[config.mk]
export PLATFORM = sky130hd
export DESIGN_NAME = sg_dma_engine
export DESIGN_NICKNAME = d
export VERILOG_FILES = /design/src/rtl/sgd_pkg.sv /design/src/rtl/sgd_desc_decode.sv /design/src/rtl/sgd_chunk_sizer.sv /design/src/rtl/sgd_lane_mask.sv /design/src/rtl/sg_dma_engine.sv
export SDC_FILE = /design/constraint.sdc
export NUM_CORES = 1
export LEC_CHECK = 0
export BUFFER_PORTS_ARGS = -buffer_cell sky130_fd_sc_hd__buf_2
export CAP_MARGIN = 20
export CORE_ASPECT_RATIO = 1.75
export CORE_MARGIN = 10
export CORE_UTILIZATION = 40
export CTS_BUF_LIST = sky130_fd_sc_hd__clkbuf_16
export DETAILED_ROUTE_END_ITERATION = 10
export GPL_TIMING_DRIVEN = 0
export SYNTH_ARGS = -nofsm -noshare
export SYNTH_HDL_FRONTEND = slang
export SYNTH_SLANG_ARGS = --single-unit
[constraint.sdc]
create_clock -name clk -period 3.5 [get_ports clk]
set_input_delay 0.35 -clock clk [delete_from_list [all_inputs] [get_ports clk]]
set_output_delay 0.35 -clock clk [all_outputs]
set_load 0.005 [all_outputs]
[src/rtl/sgd_pkg.sv]
package sgd_pkg;

    localparam int unsigned WORD_BYTES  = 4;
    localparam int unsigned DESC_STRIDE = 8;
    localparam int unsigned REGION_W    = 17;   // holds 1..65536

    typedef enum logic [2:0] {
        ST_IDLE   = 3'd0,
        ST_EVAL   = 3'd1,
        ST_DESC_A = 3'd2,
        ST_DESC_S = 3'd3,
        ST_GATHER = 3'd4,
        ST_WRITE  = 3'd5,
        ST_READ   = 3'd6,
        ST_EMIT   = 3'd7
    } sgd_state_e;

endpackage

[src/rtl/sgd_desc_decode.sv]
module sgd_desc_decode
    import sgd_pkg::*;
(
    input  logic [31:0]         size_word,
    output logic [REGION_W-1:0] region_len,
    output logic                final_flag
);
    logic unused_size_bits;
    assign unused_size_bits = ^{size_word[30:16], size_word[0]};

    always_comb begin
        if (size_word[15:1] == '0) begin
            region_len = REGION_W'(1 << 16);
        end else begin
            region_len = REGION_W'({size_word[15:1], 1'b0});
        end
    end

    assign final_flag = size_word[31];
endmodule

[src/rtl/sgd_chunk_sizer.sv]
module sgd_chunk_sizer
    import sgd_pkg::*;
#(
    parameter int unsigned LEN_W = 20,
    parameter int unsigned LANES = 4,
    localparam int unsigned OFF_W = $clog2(LANES),
    localparam int unsigned N_W   = OFF_W + 1
) (
    input  logic [LEN_W-1:0]    owed,
    input  logic [REGION_W-1:0] left,
    input  logic [OFF_W-1:0]    offset,
    output logic [N_W-1:0]      nbytes
);
    always_comb begin
        nbytes = N_W'(LANES) - N_W'(offset);
        if (owed < LEN_W'(nbytes)) begin
            nbytes = N_W'(owed);
        end
        if (left < REGION_W'(nbytes)) begin
            nbytes = N_W'(left);
        end
    end
endmodule

[src/rtl/sgd_lane_mask.sv]
module sgd_lane_mask #(
    parameter int unsigned LANES = 4,
    localparam int unsigned OFF_W = $clog2(LANES),
    localparam int unsigned N_W   = OFF_W + 1
) (
    input  logic [OFF_W-1:0] offset,
    input  logic [N_W-1:0]   nbytes,
    output logic [LANES-1:0] enables
);
    for (genvar i = 0; i < LANES; i++) begin : g_lane
        assign enables[i] = ((N_W+1)'(i) >= (N_W+1)'(offset)) &&
                            ((N_W+1)'(i) < ((N_W+1)'(offset) + (N_W+1)'(nbytes)));
    end
endmodule

[src/rtl/sg_dma_engine.sv]
module sg_dma_engine
    import sgd_pkg::*;
#(
    parameter int unsigned LEN_W      = 20,
    parameter int unsigned PAGE_BYTES = 4096
) (
    input  logic             clk,
    input  logic             rst_n,
    input  logic             start,
    input  logic [31:0]      tbl_base,
    input  logic [LEN_W-1:0] xfer_len,
    input  logic             to_mem,
    output logic             busy,
    output logic             done,
    output logic             exhausted,
    output logic             mem_req,
    output logic             mem_we,
    output logic [31:0]      mem_addr,
    output logic [3:0]       mem_be,
    output logic [31:0]      mem_wdata,
    input  logic             mem_ack,
    input  logic [31:0]      mem_rdata,
    input  logic             in_valid,
    input  logic [7:0]       in_data,
    output logic             in_ready,
    output logic             out_valid,
    output logic [7:0]       out_data,
    input  logic             out_ready
);
    localparam int unsigned LANES = WORD_BYTES;
    localparam int unsigned OFF_W = $clog2(LANES);
    localparam int unsigned N_W   = OFF_W + 1;

    typedef struct packed {
        sgd_state_e          st;
        logic [31:0]         base;
        logic [31:0]         tp;
        logic [31:0]         raddr;
        logic [LEN_W-1:0]    owed;
        logic [REGION_W-1:0] rleft;
        logic                fin;
        logic                dir_mem;
        logic [N_W-1:0]      n;
        logic [N_W-1:0]      k;
        logic [31:0]         data;
        logic                done;
        logic                exh;
    } regs_t;

    regs_t r_d, r_q;

    logic [REGION_W-1:0] dec_len;
    logic                dec_fin;
    logic [N_W-1:0]      chunk_n;
    logic [LANES-1:0]    lane_be;
    logic [OFF_W-1:0]    lane;
    logic                page_out;
    logic [31:0]         word_addr;

    sgd_desc_decode u_decode (
        .size_word  (mem_rdata),
        .region_len (dec_len),
        .final_flag (dec_fin)
    );

    sgd_chunk_sizer #(.LEN_W(LEN_W), .LANES(LANES)) u_sizer (
        .owed   (r_q.owed),
        .left   (r_q.rleft),
        .offset (r_q.raddr[OFF_W-1:0]),
        .nbytes (chunk_n)
    );

    sgd_lane_mask #(.LANES(LANES)) u_mask (
        .offset  (r_q.raddr[OFF_W-1:0]),
        .nbytes  (r_q.n),
        .enables (lane_be)
    );

    assign lane      = r_q.raddr[OFF_W-1:0] + r_q.k[OFF_W-1:0];
    assign page_out  = (r_q.tp - r_q.base) >= 32'(PAGE_BYTES);
    assign word_addr = {r_q.raddr[31:OFF_W], {OFF_W{1'b0}}};

    always_comb begin
        r_d       = r_q;
        r_d.done  = 1'b0;
        r_d.exh   = 1'b0;
        mem_req   = 1'b0;
        mem_we    = 1'b0;
        mem_addr  = r_q.tp;
        mem_be    = '1;
        in_ready  = 1'b0;
        out_valid = 1'b0;

        case (r_q.st)
            ST_IDLE: begin
                if (start) begin
                    r_d.st      = ST_EVAL;
                    r_d.base    = tbl_base & ~32'h3;
                    r_d.tp      = tbl_base & ~32'h3;
                    r_d.owed    = xfer_len;
                    r_d.rleft   = '0;
                    r_d.fin     = 1'b0;
                    r_d.raddr   = '0;
                    r_d.dir_mem = to_mem;
                end
            end
            ST_EVAL: begin
                if (r_q.owed == '0) begin
                    r_d.done = 1'b1;
                    r_d.st   = ST_IDLE;
                end else if (r_q.rleft == '0) begin
                    if (r_q.fin || page_out) begin
                        r_d.exh = 1'b1;
                        r_d.st  = ST_IDLE;
                    end else begin
                        r_d.st = ST_DESC_A;
                    end
                end else begin
                    r_d.n  = chunk_n;
                    r_d.k  = '0;
                    r_d.st = r_q.dir_mem ? ST_GATHER : ST_READ;
                end
            end
            ST_DESC_A: begin
                mem_req  = 1'b1;
                mem_addr = r_q.tp;
                if (mem_ack) begin
                    r_d.raddr = mem_rdata;
                    r_d.st    = ST_DESC_S;
                end
            end
            ST_DESC_S: begin
                mem_req  = 1'b1;
                mem_addr = r_q.tp + 32'(WORD_BYTES);
                if (mem_ack) begin
                    r_d.rleft = dec_len;
                    r_d.fin   = dec_fin;
                    r_d.tp    = r_q.tp + 32'(DESC_STRIDE);
                    r_d.st    = ST_EVAL;
                end
            end
            ST_GATHER: begin
                in_ready = 1'b1;
                if (in_valid) begin
                    r_d.data[{lane, 3'b000} +: 8] = in_data;
                    r_d.k = r_q.k + N_W'(1);
                    if (r_q.k + N_W'(1) == r_q.n) begin
                        r_d.st = ST_WRITE;
                    end
                end
            end
            ST_WRITE: begin
                mem_req  = 1'b1;
                mem_we   = 1'b1;
                mem_addr = word_addr;
                mem_be   = lane_be;
                if (mem_ack) begin
                    r_d.raddr = r_q.raddr + 32'(r_q.n);
                    r_d.rleft = r_q.rleft - REGION_W'(r_q.n);
                    r_d.owed  = r_q.owed - LEN_W'(r_q.n);
                    r_d.st    = ST_EVAL;
                end
            end
            ST_READ: begin
                mem_req  = 1'b1;
                mem_addr = word_addr;
                if (mem_ack) begin
                    r_d.data = mem_rdata;
                    r_d.st   = ST_EMIT;
                end
            end
            ST_EMIT: begin
                out_valid = 1'b1;
                if (out_ready) begin
                    r_d.k = r_q.k + N_W'(1);
                    if (r_q.k + N_W'(1) == r_q.n) begin
                        r_d.raddr = r_q.raddr + 32'(r_q.n);
                        r_d.rleft = r_q.rleft - REGION_W'(r_q.n);
                        r_d.owed  = r_q.owed - LEN_W'(r_q.n);
                        r_d.st    = ST_EVAL;
                    end
                end
            end
            default: r_d.st = ST_IDLE;
        endcase
    end

    always_ff @(posedge clk or negedge rst_n) begin
        if (!rst_n) begin
            r_q <= '0;
        end else begin
            r_q <= r_d;
        end
    end

    assign busy      = (r_q.st != ST_IDLE);
    assign done      = r_q.done;
    assign exhausted = r_q.exh;
    assign mem_wdata = r_q.data;
    assign out_data  = r_q.data[{lane, 3'b000} +: 8];
endmodule

==> results of run 1 <==
## cell type report
| class | count | area [sq um] |
|---|---|---|
| clock inverters | 15 | 130 |
| fillers | 3253 | 16700 |
| repair buffers | 199 | 1090 |
| multi-input cells | 1276 | 7890 |
| inverters | 76 | 298 |
| flip-flops and latches | 174 | 4360 |
| clock buffers | 17 | 425 |
| well taps | 400 | 500 |
| plain buffers | 143 | 722 |
## layer usage
metal  routed length [microns]  global-route usage, %  up-vias
li1                          -                      -     6537
met1                     18600                   25.8     6798
met2                     29100                   50.2      593
met3                      2460                   3.64      234
met4                      4940                   21.5        0
met5                         0                      0        -
## synth_stat cells (5+ instances only)
master / count
o21ai_0: 256
nand2_1: 190
dfrtp_1: 174
a21oi_1: 161
nor2_1: 132
clkbuf_1: 101
inv_1: 76
a22oi_1: 60
nor3_1: 59
ha_1: 53
nand3_1: 38
buf_4: 34
nor4_1: 20
a32oi_1: 19
nand4_1: 17
and3_1: 16
o22ai_1: 16
a31oi_1: 15
and2_1: 14
xnor2_1: 12
o211ai_1: 11
o21ai_1: 11
o311ai_0: 9
xor2_1: 9
a21o_1: 8
a221o_1: 8
a221oi_1: 8
and4_1: 8
mux2i_1: 8
mux4_2: 8
buf_2: 7
nand2b_1: 7
nor2b_1: 7
mux2_2: 6
or3_1: 6
o21a_1: 5
or4_1: 5
## how the worst max path moves through the flow
| stage | to | depth (start not counted) | start | slack (ns) |
|---|---|---|---|---|
| CTS | exhausted | 14 | r_q[113] | -0.18 |
| global placement | r_q[176] | 14 | r_q[113] | -1.08 |
| global route | r_q[176] | 14 | r_q[113] | -0.17 |
| floorplan | r_q[176] | 14 | r_q[113] | 0.20 |
| detailed placement | r_q[176] | 14 | r_q[113] | -1.10 |
| finish | exhausted | 14 | r_q[113] | -0.07 |
## cells by family after synthesis
family                     synth area share (%)
xor gates and xnor gates                   1.42
AOI/OAI and AO/OA                          29.6
muxes                                      2.53
and+or+nand+nor                            19.6
buffers and inverters                      7.44
other                                    0.0290
DFF                                        33.7
adders and majority gates                  5.75
## timing repair
action	CTS	global route
pin swaps	18	10
hold buffers	1	0
setup endpoints to repair	34	25
resized for setup	57	45
endpoints found under the hold margin	80	0
buffers inserted	9	8
## power by group
part           total (W)  switching (W)  internal, W
clock network    0.00188       0.000951     0.000931
registers        0.00373       0.000877      0.00285
logic             0.0109        0.00701      0.00389
## flip-flops by register name (all words and copies together), names as in the netlist
name	cells
done	1
exhausted	1
mem_wdata	32
r_q	140
## metrics by stage
step	total power, W	utilization (%)	instances	hold WS (ns)
finish	0.0165	48.0	2300	0.112
global route	0.0177	48.0	2300	0.125
CTS	0.0163	47.4	2292	0.104
detailed placement	0.0140	44.8	2251	0.388
global placement	0.0138	44.6	2247	0.478
floorplan	0.0103	-	1670	0.0544
## cells in the final DEF (no fill, tap or decap), types with 18 or more instances in the layout
cell / n
a21oi_1: 159
a22oi_1: 60
a32oi_1: 19
buf_2: 184
buf_4: 50
clkbuf_1: 84
clkbuf_16: 18
dfrtp_1: 171
ha_1: 51
inv_1: 74
nand2_1: 188
nand3_1: 34
nor2_1: 124
nor3_1: 59
o21ai_0: 254
## worst max-delay path, stage by stage (launching register included)
cell and delay [ns]:
dfrtp_2 0.44, clkbuf_16 0.18, inv_12 0.08, ha_4 0.13
inv_2 0.04, fa_2 0.35, a211oi_2 0.19, o211ai_1 0.19
a21oi_4 0.26, nand2_2 0.09, mux2_4 0.33, nor4_4 0.29
nand4_1 0.13, or4_4 0.58, nor2b_1 0.17
==> key figures, run 1 <==
Route
  • Via count: 14,200
  • Routed WL: 55.1 mm
  • ANT nets after route: 0
  • Total iterations of the first detailed-routing run: 5
  • Routed length per placed instance: 23.9 microns
  • Vias per cell: 6.16
  • Drt drc: 0
  • 1st-iter DRT viols: 1,093

Worst setup path
  • Data required time of the critical path: 3.85 ns
  • Maximum fanout along the worst path: 4
  • Worst setup path class: flop to flop
  • FF-to-FF setup slack: -0.07 ns
  • WP data arrival: 3.93 ns
  • CP endpoint kind: flop
  • Critical path launch point type: flop
  • Reg2Reg Depth: 14
  • Worst R2R Start: r_q[113]
  • Reg2reg end: exhausted

Final layout
  • Area grow syn2layout: 19.1%
  • # diodes: 0
  • Finished Cell Area: 0.0154 sq mm
  • Nets@finish: 2,043
  • Share of layout cells above drive strength 1: 19.1%

Timing
  • # setup viols final: 2
  • Tcrit/Tclk final: 102%
  • Fmax: 280 MHz
  • Final hold viol count: 0
  • RSZ-0062 raised after global routing: yes
  • Max-slew violations: 0
  • Least-Margin Pin Slew: 1.09 ns
  • Min setup slack post-route: -0.0711 ns
  • Fin Clk Skew: 0.00894 ns
  • Setup TNS: -0.130 ns
  • Max-slew headroom at the worst pin: 27.2%
  • Final Critical Period: 3.57 ns

Clock tree
  • Clock Sinks: 174
  • Root Buffer: clkbuf_16
  • CTS clk-pin slew, worst paths: 0.07 ns
  • TritonCTS Buffers: 17
  • CTS tree: built
  • Htree depth: 4
  • Max Buffers Root-to-Sink: 2
  • Clock Latency Late Sink: 0.47 ns

Logic synthesis
  • Ys Warns: 0
  • Synth cell types: 81
  • Post-synthesis average cell area: 7.75 sq um
  • Synth area leader: dfrtp_1
  • Sequential area share after synthesis: 33.7%
  • Synth top area share: 33.7%
  • Syn Inst Count: 1,669
  • Most used DFF post-synth: dfrtp_1
  • Yosys reg bits: 174
  • Post-synth EDFFs: 0
  • Ys async rst share: 100%
  • Top post-synthesis cells by area: dfrtp_1, o21ai_0, a21oi_1
  • Cell Area, Synth: 0.0129 sq mm

Hold path
  • Cells on Worst Hold Path: 3
  • Hold endpoint: r_q[147]
  • HP Start: tbl_base[4]
  • Worst Hold Class: input port to flop

Floorplanning
  • Initial Util: 40.3%
  • Total I/O pin count: 182
  • Core area: 0.0321 sq mm
  • DIE HEIGHT: 258 microns
  • DIE AREA: 0.0402 sq mm
  • Die Width: 156 microns
  • Site Rows: 87

Global route
  • GRT overflow: 0
  • Vias in the first global route: 14,400
  • First-pass GRT wire length: 83.6 mm
  • Largest net degree at the start of global routing: 95
  • Global Route Usage Sum: 27.0%
  • Antenna violations before repair: 0

Place
  • PortBufs: 177
  • Detail Placement HPWL: 43.8 mm
  • GP Congestion: 0.934
  • DP Worst Slack: -1.10 ns
  • Placed cell area: 0.0144 sq mm

Run status
  • Failing checks: negative setup slack
  • Status: complete, but fails checks

Power
  • Leakage: 6.54 nW
  • Power per cell area: 1070 mW/mm^2
  • Max VDD drop: 0.476 mV

Flow run
  • Max cap viols: 0
Note: power is estimated with default switching activity, not from simulation.
==> run 2, diff against run 1 <==
--- a/config.mk
+++ b/config.mk
@@ -5,6 +5,7 @@
 export SDC_FILE = /design/constraint.sdc
 export NUM_CORES = 1
 export LEC_CHECK = 0
+export ABC_AREA = 1
 export BUFFER_PORTS_ARGS = -buffer_cell sky130_fd_sc_hd__buf_2
 export CAP_MARGIN = 20
 export CORE_ASPECT_RATIO = 1.75
==> key figures, run 2 <==
Hold path
  • Worst Hold Class: input port to flop
  • HP Start: tbl_base[9]

Place
  • Detail Placement HPWL: 54.2 mm
  • PortBufs: 177
  • DP Worst Slack: -0.0711 ns
  • Placed cells: 2,851
  • GP Congestion: 0.981

Global route
  • Vias in the first global route: 16,200
  • First-pass GRT wire length: 95.8 mm
  • GRT overflow: 0
  • Global Route Usage Sum: 28.8%
  • Largest net degree at the start of global routing: 104
  • Antenna violations before repair: 0

Clock tree
  • Root Buffer: clkbuf_16
  • TritonCTS Buffers: 17
  • Clock Sinks: 174
  • Max Buffers Root-to-Sink: 2
  • Htree depth: 4
  • Clock Latency Late Sink: 0.47 ns
  • CTS tree: built
  • CTS clk-pin slew, worst paths: 0.07 ns

Timing
  • Setup TNS: -0.00948 ns
  • Least-Margin Pin Slew: 0.937 ns
  • Max-slew violations: 0
  • Min setup slack post-route: -0.00948 ns
  • Final Critical Period: 3.51 ns
  • RSZ-0062 raised after global routing: yes
  • # setup viols final: 1
  • Fin Clk Skew: 0.0103 ns
  • Final hold viol count: 0
  • Fmax: 285 MHz
  • Worst hold slack: 0.111 ns
  • Max-slew headroom at the worst pin: 37.5%
  • Tcrit/Tclk final: 100%

Floorplanning
  • Initial Util: 40.6%
  • Core area: 0.0353 sq mm
  • Total I/O pin count: 182
  • Die Width: 163 microns
  • DIE HEIGHT: 270 microns
  • Site Rows: 91
  • DIE AREA: 0.0441 sq mm

Route
  • Routed WL: 64.9 mm
  • Via count: 15,900
  • 1st-iter DRT viols: 1,074
  • ANT nets after route: 0
  • Routed length per placed instance: 22.5 microns
  • Drt drc: 0
  • Vias per cell: 5.50
  • Total iterations of the first detailed-routing run: 6

Flow run
  • Max cap viols: 0

Logic synthesis
  • Most frequent cell after synthesis: nand2_1
  • Synth top area share: 30.4%
  • Synth top cells by count: nand2_1, inv_1, o21ai_0
  • Cell Area, Synth: 0.0143 sq mm
  • Synth area leader: dfrtp_1
  • Syn Inst Count: 2,207
  • Post-synthesis average cell area: 6.49 sq um
  • Most used DFF post-synth: dfrtp_1
  • Yosys reg bits: 174
  • Sequential area share after synthesis: 30.4%
  • Post-synth EDFFs: 0
  • Ys Warns: 0
  • Ys async rst share: 100%
  • Synth cell types: 51
  • Top post-synthesis cells by area: dfrtp_1, nand2_1, inv_1

Final layout
  • Number of fill cells: 3,808
  • Commonest non-fill, non-tap cell in the layout: nand2_1
  • Share of layout cells above drive strength 1: 13.5%
  • Commonest cells after routing, fill and taps aside: nand2_1, inv_1, o21ai_0
  • Nets@finish: 2,563
  • Largest Register: r_q
  • Area grow syn2layout: 15.4%
  • Max reg flops: 140
  • Post-Layout Cell Count: 2,885
  • # diodes: 0

Run status
  • Status: complete, but fails checks
  • Failing checks: negative setup slack

Power
  • Leakage: 8.07 nW
  • Max VDD drop: 0.484 mV
  • Power per cell area: 1120 mW/mm^2

Worst setup path
  • Critical path launch point type: flop
  • Data required time of the critical path: 3.15 ns
  • CP Launch Point: r_q[176]
  • Maximum fanout along the worst path: 10
  • Worst R2R Start: r_q[113]
  • Worst setup path class: flop to output pin
  • CP endpoint kind: output pin
  • WP data arrival: 3.16 ns
run 2: cell count changes in the layout (fill, tap and decap cells not counted), sizes merged, moves of 10 or more:
| cell | change |
|---|---|
| o21ai | -35 |
| and3 | -13 |
| o311ai | -10 |
| nand2 | +401 |
| a21oi | -47 |
| clkbuf | -56 |
| nand3 | +84 |
| inv | +264 |
| nand4 | +12 |
| nor3 | -31 |
| a32oi | -16 |
| nor2 | +57 |
| o221ai | +20 |
run 2: repair_timing:
| item | 4_1_cts | 5_1_grt |
|---|---|---|
| endpoints found under the setup margin | 39 | 30 |
| gates resized for setup | 16 | 15 |
| hold buffers | 1 | 0 |
| setup buffers | 0 | 1 |
| endpoints found under the hold margin | 71 | 0 |
| pin swaps | 0 | 2 |
run 2: worst max-delay path: stages (launching register included):
cell and delay [ns]:
dfrtp_1 0.46, inv_2 0.10, nor2_1 0.10, inv_1 0.08, nor2_4 0.28, inv_2 0.17, nand2_2 0.27, inv_1 0.21
clkbuf_1 0.36, o221ai_1 0.45, buf_2 0.20
run 2: report_power, final:
part / internal [W] / switching, W
logic: 0.00417 / 0.00843
clock network: 0.00105 / 0.000921
registers: 0.00294 / 0.00100
run 2: metrics by stage:
stage | utilization, % | area, sq um | total power [W]
after CTS | 46.7 | 16500 | 0.0184
after global routing | 46.8 | 16500 | 0.0200
after detailed placement | 44.9 | 15800 | 0.0163
final | 46.8 | 16500 | 0.0185
after global placement | 44.8 | 15800 | 0.0162
after floorplan | - | 14300 | 0.0117
run 2: area by class of cell:
cell class                 count  area [sq um]  share of cell area, %
buffer                       101           576                   3.48
clock buffer                  17           425                   2.57
clock inverter                15           148                  0.893
inverter                     347          1300                   7.89
multi-input combinational   1586          8190                   49.6
sequential                   174          4360                   26.4
tap                          465           582                   3.52
timing repair buffer         180           941                   5.69
run 2: path summary, 6_finish.rpt:
kind / to / slack, ns / cells after the start
setup / recovery: mem_addr[18] / -0.009 / 10
hold / removal: r_q[152] / 0.11 / 3
setup reg to reg: r_q[176] / 0.20 / 20
hold reg to reg: mem_wdata[21] / 0.52 / 2
max in group asynchronous: r_q[113] / 2.02 / 3
min in group asynchronous: mem_wdata[27] / 0.44 / 2
run 2: kinds of logic (layout without fill, tap and decap cells):
logic type / after synthesis / count (layout) / share of synthesized area (%)
compound gates: 501 / 501 / 20.4
simple gates: 998 / 998 / 29.1
xor+xnor: 24 / 24 / 1.47
fa+ha+maj: 57 / 57 / 5.19
other cells: 1 / 2 / 0.0262
flops: 174 / 174 / 30.4
mux: 4 / 4 / 0.306
buf+inv: 448 / 660 / 13.1
run 2: layer usage:
| layer | share of wire, % | up-vias | global-route usage, % | wire, microns |
|---|---|---|---|---|
| met5 | 0 | - | 0 | 0 |
| met4 | 9.7 | 0 | 24.5 | 6300 |
| met3 | 4.7 | 245 | 3.84 | 3080 |
| met2 | 54 | 597 | 55.7 | 35100 |
| met1 | 31 | 7401 | 24.9 | 20400 |
| li1 | - | 7630 | - | - |
==> run 3, diff against run 2 <==
--- a/config.mk
+++ b/config.mk
@@ -13,7 +13,9 @@
 export CORE_UTILIZATION = 40
 export CTS_BUF_LIST = sky130_fd_sc_hd__clkbuf_16
 export DETAILED_ROUTE_END_ITERATION = 10
+export GPL_ROUTABILITY_DRIVEN = 0
 export GPL_TIMING_DRIVEN = 0
 export SYNTH_ARGS = -nofsm -noshare
 export SYNTH_HDL_FRONTEND = slang
+export SYNTH_HIERARCHICAL = 1
 export SYNTH_SLANG_ARGS = --single-unit
==> key figures, run 3 <==
Global route
  • GRT met3 Usage: 4.96%
  • Largest net degree at the start of global routing: 101
  • M1 GR Usage: 26.0%
  • Grt met2 use: 51.0%
  • Antenna violations before repair: 1
  • First-pass GRT wire length: 94.8 mm
  • GRT Max-Usage Layer: met2
  • Vias in the first global route: 16,300
  • Global Route Usage Sum: 27.9%
  • GRT overflow: 0

Hold path
  • Worst Hold Class: input port to flop
  • HP Start: tbl_base[9]
  • Hold endpoint: r_q[152]
  • Cells on Worst Hold Path: 3

Place
  • PortBufs: 177
  • Detail Placement HPWL: 52.1 mm
  • DP Worst Slack: -0.484 ns
  • Placed cell area: 0.0163 sq mm

Floorplanning
  • Die Width: 165 microns
  • DIE AREA: 0.0452 sq mm
  • Initial Util: 40.2%
  • DIE HEIGHT: 274 microns
  • Total I/O pin count: 182
  • Core area: 0.0367 sq mm
  • Site Rows: 93

Timing
  • Max-slew headroom at the worst pin: 36.8%
  • # setup viols final: 0
  • Fmax: 292 MHz
  • Max-slew violations: 0
  • Final hold viol count: 0
  • Min setup slack post-route: 0.0793 ns
  • Least-Margin Pin Slew: 0.947 ns
  • Final Critical Period: 3.42 ns
  • Fin Clk Skew: 0.00979 ns
  • Tcrit/Tclk final: 97.7%
  • RSZ-0062 raised after global routing: no

Logic synthesis
  • Ys async rst share: 100%
  • Yosys reg bits: 174
  • Cell Area, Synth: 0.0147 sq mm
  • Post-synth EDFFs: 0
  • Post-synthesis average cell area: 6.34 sq um
  • Synth area leader: dfrtp_1
  • Synth top area share: 29.5%
  • Synth top cells by count: nand2_1, inv_1, o21ai_0
  • Sequential area share after synthesis: 29.5%
  • Most used DFF post-synth: dfrtp_1
  • Syn Inst Count: 2,324
  • Most frequent cell after synthesis: nand2_1
  • Ys Warns: 6
  • Synth cell types: 49
  • Top post-synthesis cells by area: dfrtp_1, nand2_1, inv_1

Route
  • 1st-iter DRT viols: 1,537
  • ANT nets after route: 0
  • Routed length per placed instance: 21.3 microns
  • Drt drc: 0
  • Vias per cell: 5.54
  • Routed WL: 64.4 mm
  • Total iterations of the first detailed-routing run: 6
  • Via count: 16,700

Worst setup path
  • CP Launch Point: r_q[176]
  • WP data arrival: 3.07 ns
  • Critical path launch point type: flop
  • FF-to-FF setup slack: 0.16 ns
  • Worst setup path class: flop to output pin
  • Worst R2R Start: r_q[113]
  • CP endpoint kind: output pin
  • Reg2Reg Depth: 21
  • Maximum fanout along the worst path: 10
  • Reg2reg end: r_q[176]
  • Data required time of the critical path: 3.15 ns

Final layout
  • Max reg flops: 140
  • Commonest non-fill, non-tap cell in the layout: nand2_1
  • Finished Cell Area: 0.0170 sq mm
  • Largest Register: r_q
  • Area grow syn2layout: 15.5%
  • Share of layout cells above drive strength 1: 13.4%
  • Number of fill cells: 3,869
  • Commonest cells after routing, fill and taps aside: nand2_1, inv_1, o21ai_0
  • Nets@finish: 2,685

Power
  • Max VDD drop: 0.495 mV
  • Total net switching power: 0.0106 W
  • Sw frac: 56.0%
  • Leakage: 8.47 nW
  • Power per cell area: 1120 mW/mm^2
  • P_int: 0.00836 W
  • Seq pwr share: 20.6%
  • Comb pwr share: 68.4%
  • Clk pwr share: 10.9%

Flow run
  • Max cap viols: 0

Clock tree
  • Htree depth: 4
  • TritonCTS Buffers: 17
  • Clock Latency Late Sink: 0.47 ns
  • CTS clk-pin slew, worst paths: 0.08 ns
  • Max Buffers Root-to-Sink: 2
  • Clock Sinks: 174
  • Root Buffer: clkbuf_16
  • CTS tree: built

Run status
  • Status: finished clean
==> run 3: power groups by stage <==
stage	logic [W]	clock network, W	registers (W)
final	0.0130	0.00208	0.00391
after global routing	0.0144	0.00216	0.00402
after CTS	0.0126	0.00209	0.00388
after detailed placement	0.0125	0	0.00391
after global placement	0.0124	0	0.00389
after floorplan	0.00842	0	0.00357
==> run 3: metal layers <==
metal	vias up	wire [microns]
met4	0	5910
met1	7742	21500
met5	-	0
met2	731	33300
met3	274	3680
li1	7964	-
==> run 3: kinds of logic after synthesis <==
logic type | share of synthesized area, %
AO/OA/AOI/OAI | 19.7
XOR/XNOR | 1.13
adder cells (fa/ha/maj) | 5.18
buffers and inverters | 13.8
flip-flops | 29.5
multiplexers | 0.373
other | 0.0509
AND/OR/NAND/NOR | 30.2
==> run 3: final cells by class <==
cell class	instances	area (sq um)	area share, %
Timing Repair Buffer	184	971	5.70
Clock buffer	17	425	2.50
Antenna cell	1	2.50	0.0147
Tap cell	475	594	3.49
Clock inverter	15	188	1.10
Inverter	373	1400	8.22
Buffer	122	648	3.81
Sequential cell	174	4360	25.6
Multi-Input combinational cell	1656	8440	49.6
==> run 3: timing repair <==
action,CTS,global route
setup buffers,0,5
resized for setup,11,21
endpoints found under the hold margin,74,0
hold buffers,1,0
endpoints found under the setup margin,13,22
==> run 3: through the flow <==
stage          hold slack [ns]  utilization, %  power, W  instances  TNS [ns]
2_1_floorplan           0.0544               -    0.0120       2325         0
3_5_place_dp             0.368            44.4    0.0165       2978    -0.966
3_3_place_gp             0.496            44.3    0.0163       2977   -167.14
4_1_cts                  0.106            46.1    0.0186       3011         0
6_report                 0.117            46.5    0.0190       3017         0
5_1_grt                  0.124            46.4    0.0205       3016         0
==> run 3: critical path, stage by stage, from the launching register on <==
cell and delay, ns:
dfrtp_1 0.43, inv_2 0.09, nor3_4 0.72, inv_2 0.06, buf_2 0.24, buf_1 0.40, a21oi_1 0.23, o211ai_1 0.11
o221ai_1 0.14, buf_2 0.18
==> run 3: how the worst max path moves through the flow <==
stage / to / slack [ns] / depth (start not counted)
CTS: r_q[176] / 0.01 / 21
detailed placement: r_q[176] / -0.48 / 21
finish: mem_addr[11] / 0.08 / 9
global placement: r_q[170] / -0.99 / 1
global route: mem_addr[22] / 0.002 / 13
floorplan: r_q[37] / 0.55 / 20
